**src/rtl/dm_ovl_pkg.sv**
```systemverilog
package dm_ovl_pkg;
   typedef enum logic [1:0] {
      RGN_IDLE = 2'd0,
      RGN_RAM  = 2'd1,
      RGN_REG  = 2'd2,
      RGN_EXT  = 2'd3
   } dm_rgn_e;
endpackage

```
**src/rtl/dm_ovl_region.sv**
```systemverilog
module dm_ovl_region
   import dm_ovl_pkg::*;
#(
   parameter int ADDR_W    = 14,
   parameter int OVL_W     = 2,
   parameter int REG_WORDS = 32
) (
   input  logic [ADDR_W-1:0] addr,
   input  logic              acc,
   input  logic [OVL_W-1:0]  ovl,
   output dm_rgn_e           rgn,
   output logic              page_hi
);
   localparam int                HALF_BIT  = ADDR_W - 1;
   localparam logic [OVL_W-1:0]  OVL_PG0   = OVL_W'(1);
   localparam logic [OVL_W-1:0]  OVL_PG1   = OVL_W'(2);
   localparam logic [ADDR_W-1:0] REG_BASE  = ADDR_W'((1 << ADDR_W) - REG_WORDS);

   logic in_regs;
   logic ovl_ext;

   generate
      if (REG_WORDS > 0) begin : g_regwin
         assign in_regs = (addr >= REG_BASE);
      end else begin : g_noregwin
         assign in_regs = 1'b0;
      end
   endgenerate

   assign ovl_ext = (ovl == OVL_PG0) || (ovl == OVL_PG1);
   assign page_hi = (ovl == OVL_PG1);

   always_comb begin
      if (!acc)                        rgn = RGN_IDLE;
      else if (addr[HALF_BIT]) begin
         if (in_regs)                  rgn = RGN_REG;
         else                          rgn = RGN_RAM;
      end else if (ovl_ext)            rgn = RGN_EXT;
      else                             rgn = RGN_RAM;
   end
endmodule

```
**src/rtl/dm_wait_timer.sv**
```systemverilog
module dm_wait_timer #(
   parameter int WAIT_W = 3
) (
   input  logic              clk,
   input  logic              rst_n,
   input  logic              ext_req,
   input  logic [WAIT_W-1:0] wait_in,
   output logic              ready
);
   localparam logic [WAIT_W-1:0] ZERO = '0;
   localparam logic [WAIT_W-1:0] ONE  = WAIT_W'(1);

   logic              busy_q;
   logic [WAIT_W-1:0] cnt_q;

   always_comb begin
      if (!ext_req)     ready = 1'b1;
      else if (busy_q)  ready = (cnt_q == ZERO);
      else              ready = (wait_in == ZERO);
   end

   always_ff @(posedge clk or negedge rst_n) begin
      if (!rst_n) begin
         busy_q <= 1'b0;
         cnt_q  <= ZERO;
      end else if (!ext_req) begin
         busy_q <= 1'b0;
      end else if (!busy_q) begin
         if (wait_in != ZERO) begin
            busy_q <= 1'b1;
            cnt_q  <= wait_in - ONE;
         end
      end else if (cnt_q == ZERO) begin
         busy_q <= 1'b0;
      end else begin
         cnt_q <= cnt_q - ONE;
      end
   end
endmodule

```
**src/rtl/dm_overlay_decoder.sv**
```systemverilog
module dm_overlay_decoder
   import dm_ovl_pkg::*;
#(
   parameter int ADDR_W    = 14,
   parameter int OVL_W     = 2,
   parameter int WAIT_W    = 3,
   parameter int REG_WORDS = 32
) (
   input  logic              clk,
   input  logic              rst_n,
   input  logic [ADDR_W-1:0] dm_addr,
   input  logic              dm_rd,
   input  logic              dm_wr,
   input  logic [OVL_W-1:0]  ovl_sel,
   input  logic [WAIT_W-1:0] dm_wait,
   output logic              ram_en,
   output logic              reg_en,
   output logic              ext_sel_n,
   output logic [ADDR_W-1:0] ext_addr,
   output logic              ready
);
   localparam int PAGE_W = ADDR_W - 1;

   generate
      if (ADDR_W < 4) begin : g_bad_addr
         $error("dm_overlay_decoder: ADDR_W too small");
      end
      if (OVL_W < 2) begin : g_bad_ovl
         $error("dm_overlay_decoder: OVL_W must hold values up to 2");
      end
      if (WAIT_W < 1) begin : g_bad_wait
         $error("dm_overlay_decoder: WAIT_W must be at least 1");
      end
      if (REG_WORDS < 0 || REG_WORDS > (1 << (ADDR_W - 1)) ||
          (REG_WORDS & (REG_WORDS - 1)) != 0) begin : g_bad_regs
         $error("dm_overlay_decoder: REG_WORDS must be a power of two within the upper half");
      end
   endgenerate

   dm_rgn_e rgn;
   logic    page_hi;
   logic    ext_req;

   dm_ovl_region #(
      .ADDR_W    (ADDR_W),
      .OVL_W     (OVL_W),
      .REG_WORDS (REG_WORDS)
   ) u_region (
      .addr    (dm_addr),
      .acc     (dm_rd | dm_wr),
      .ovl     (ovl_sel),
      .rgn     (rgn),
      .page_hi (page_hi)
   );

   assign ext_req = (rgn == RGN_EXT);

   dm_wait_timer #(
      .WAIT_W (WAIT_W)
   ) u_timer (
      .clk     (clk),
      .rst_n   (rst_n),
      .ext_req (ext_req),
      .wait_in (dm_wait),
      .ready   (ready)
   );

   assign ram_en    = (rgn == RGN_RAM);
   assign reg_en    = (rgn == RGN_REG);
   assign ext_sel_n = ~ext_req;
   assign ext_addr  = ext_req ? {page_hi, dm_addr[PAGE_W-1:0]} : '0;
endmodule

```
**config.mk**
```make
export PLATFORM = sky130hd
export DESIGN_NAME = dm_overlay_decoder
export DESIGN_NICKNAME = d
export VERILOG_FILES = /design/src/rtl/dm_ovl_pkg.sv /design/src/rtl/dm_ovl_region.sv /design/src/rtl/dm_wait_timer.sv /design/src/rtl/dm_overlay_decoder.sv
export SDC_FILE = /design/constraint.sdc
export NUM_CORES = 1
export LEC_CHECK = 0
export ABC_CLOCK_PERIOD_IN_PS = 1800
export BUFFER_PORTS_ARGS = -buffer_cell sky130_fd_sc_hd__buf_4
export CORE_MARGIN = 1
export CORE_UTILIZATION = 31
export DETAILED_ROUTE_END_ITERATION = 8
export PLACE_DENSITY = 0.81
export SLEW_MARGIN = 30
export SYNTH_ARGS = -nofsm -noshare
export SYNTH_HDL_FRONTEND = slang
export SYNTH_SLANG_ARGS = --single-unit
```
**constraint.sdc**
```tcl
create_clock -name clk -period 1.8 [get_ports clk]
set_input_delay 0 -clock clk [delete_from_list [all_inputs] [get_ports clk]]
set_output_delay 0 -clock clk [all_outputs]
set_load 0.01 [all_outputs]
```
==> flow_summary.toml <==
[route]
drtIter0Drc = 4
dr.pass1.iters = 2
wl_per_cell_um = 11.2
wl_um = 1240
drc = 0
antenna_left = 0
viasPerCell = 4.76
vias = 528

[worst_setup_path]
path_max_fanout = 3
crit_path_start_kind = "flop"
worstSetupEndpointType = "flop"
crit_required_ps = 1920
worstSetupPathType = "flop to flop"
critPathArrivalTime_ps = 1830

[pwr]
p_int_mw = 0.302
power.switching_fraction = 0.317
ir_worst_vdd_uv = 559
p_comb_frac = 0.413
power_frac_clock = 0.251
pwr-share-seq = 0.336
powerDensity_mw_per_mm2 = 569
p_leak_nw = 0.399
switching_power_mw = 0.140

[finish]
final_cells = 111
drive_gt1_frac = 0.526
antenna_cells = 0
area_growth_pct = 86.2
layout.nets = 124

[global_routing]
first_global_vias = 498
grt_usage = 0.181
gr-max-usage-layer = "met2"
antenna_found_initial = 0
met2_usage = 0.346
grt_pass1_wl_um = 1910
gr-total-overflow = 0
grt_use_met1 = 0.192
use_met3 = 0.0636
grt_max_degree = 17

[timing]
clock_skew_ps = 4.31
rsz0062_at_grt = "no"
clock.fmax_mhz = 586
setup_viol = 0
final_max_slew_viol_count = 0
period_minus_slack_ps = 1710
finalSetupTns_ps = 0
slew_headroom = 0.797
fin_crit_sh = 0.947
worst_slew_pin_slew_ps = 301
finalHoldViolCount = 0

[cts]
numCtsBuffers = 3
cts_root_buf = "clkbuf_4"
clk_latency_ps = 240
cts.clk_slew.worst_paths_ps = 40
cts_max_level = 1
clk_path_buf_depth = 2
cts_tree = "built"
cts_setup_buffers = 0
clock_sinks = 4

[floorplanning]
die_h_um = 38.7
core-area_mm2 = 0.00117
io_pins = 41
rows = 12
start_util = 0.356
dieWidth_um = 38.7
dieArea_mm2 = 0.00149

[job]
drv_cap = 0

[placed_design]
routabilityCongestion = 0.784
placed_cells = 107
port_buffers = 40
dp_hpwl_um = 1010

[synth]
ys_seq_area_frac = 0.240
yosys_register_bits = 4
postSynthCellCount = 53
syn_avg_cell_area_um2 = 7.86
yosysWarnings = 0
netlist-cell-type-count = 20
synthesis.area_um2 = 417
synth.net_count = 78

[hold_path]
hold_path_class = "primary input to async pin"

[run_status]
status = "finished clean"
## path summary, 6_finish.rpt
check / start / endpoint / slack [ps] / cells after the start
max: u_timer.busy_q$_DFF_PN0_ / u_timer.cnt_q[2]$_DFFE_PN0P_ / 90 / 5
min: rst_n / u_timer.cnt_q[0]$_DFFE_PN0P_ / 100 / 2
max reg2reg: u_timer.busy_q$_DFF_PN0_ / u_timer.cnt_q[2]$_DFFE_PN0P_ / 90 / 5
min reg2reg: u_timer.cnt_q[2]$_DFFE_PN0P_ / u_timer.cnt_q[2]$_DFFE_PN0P_ / 530 / 2
max in group asynchronous: rst_n / u_timer.busy_q$_DFF_PN0_ / 1590 / 2
min in group clk: dm_wait[2] / u_timer.cnt_q[2]$_DFFE_PN0P_ / 160 / 5
## Yosys cell counts
| cell type | instances | area [um2] |
|---|---|---|
| a31oi_1 | 2 | 12.5 |
| and3_1 | 1 | 6.26 |
| nand3_1 | 2 | 10.0 |
| nor4_1 | 1 | 6.26 |
| or4b_1 | 1 | 10.0 |
| ha_1 | 2 | 25.0 |
| inv_1 | 4 | 15.0 |
| mux2_4 | 1 | 15.0 |
| or4_2 | 1 | 8.76 |
| nor2_1 | 5 | 18.8 |
| o21ai_0 | 1 | 5.00 |
| mux2i_1 | 3 | 30.0 |
| dfrtp_1 | 4 | 100 |
| nand2_1 | 3 | 11.3 |
| nand4_1 | 1 | 6.26 |
| nand3b_1 | 1 | 7.51 |
| buf_6 | 2 | 22.5 |
| nor3_1 | 3 | 15.0 |
| clkbuf_1 | 1 | 3.75 |
| and2_1 | 14 | 87.6 |
## logic make-up (layout without fill, tap and decap cells)
| family | Yosys count | after routing | share of synthesized area |
|---|---|---|---|
| AO/OA/AOI/OAI | 3 | 3 | 0.0420 |
| adder cells (fa/ha/maj) | 2 | 2 | 0.0601 |
| buffers and inverters | 7 | 51 | 0.0991 |
| flip-flops | 4 | 4 | 0.240 |
| multiplexers | 4 | 4 | 0.108 |
| AND/OR/NAND/NOR | 33 | 33 | 0.450 |
## stage by stage
stage                     setup slack, ps   util  area [um2]  total power, mW  hold slack (ps)
final                                94.8  0.662         776            0.442             99.5
after floorplan                      50.1      -         417            0.231             -296
after global placement                130  0.624         731            0.316             -201
after CTS                            80.0  0.652         763            0.438             99.0
after global routing                 23.2  0.662         776            0.475              117
after detailed placement             83.8  0.624         731            0.323             -200
## sequential cells by signal, indices dropped and copies added, names as in the netlist
register	cells
u_timer.busy_q	1
u_timer.cnt_q	3
## critical path: stages (launching register included)
cell and delay, ps:
dfrtp_1 410, mux2i_2 180, ha_2 180, or4_2 620, a31oi_2 140, nor2_1 60
## final cells by class
class | instances | area (um2)
clock buffers | 3 | 22.5
fillers | 112 | 395
inverters | 4 | 15.0
multi-input cells | 42 | 288
flip-flops and latches | 4 | 100
well taps | 14 | 17.5
repair buffers | 44 | 333
## per-layer routing
| layer | wire length (um) | vias up |
|---|---|---|
| met1 | 487 | 225 |
| li1 | - | 268 |
| met3 | 101 | 4 |
| met5 | 0 | - |
| met2 | 624 | 31 |
| met4 | 27 | 0 |
## power by group through the flow
stage	clock (mW)	combinational, mW	sequential [mW]
global placement	0	0.172	0.144
finish	0.111	0.182	0.148
global route	0.119	0.204	0.152
detailed placement	0	0.177	0.146
CTS	0.114	0.179	0.145
floorplan	0	0.0957	0.135
## placed cells by master, fill, tap and decap left out, types with 2 or more instances in the layout
| cell type | count |
|---|---|
| inv_1 | 4 |
| nor2_1 | 5 |
| clkbuf_4 | 3 |
| nand3_1 | 2 |
| nor3_1 | 3 |
| nand2_1 | 3 |
| and2_1 | 14 |
| buf_4 | 43 |
| mux2i_1 | 2 |
| dfrtp_1 | 4 |
## repair_timing
| item | CTS | global route |
|---|---|---|
| hold buffers | 1 | 0 |
| endpoints found under the hold margin | 4 | 0 |
| setup endpoints to repair | 0 | 1 |
| resized for setup | 0 | 3 |
Note: power is estimated with default switching activity, not from simulation.
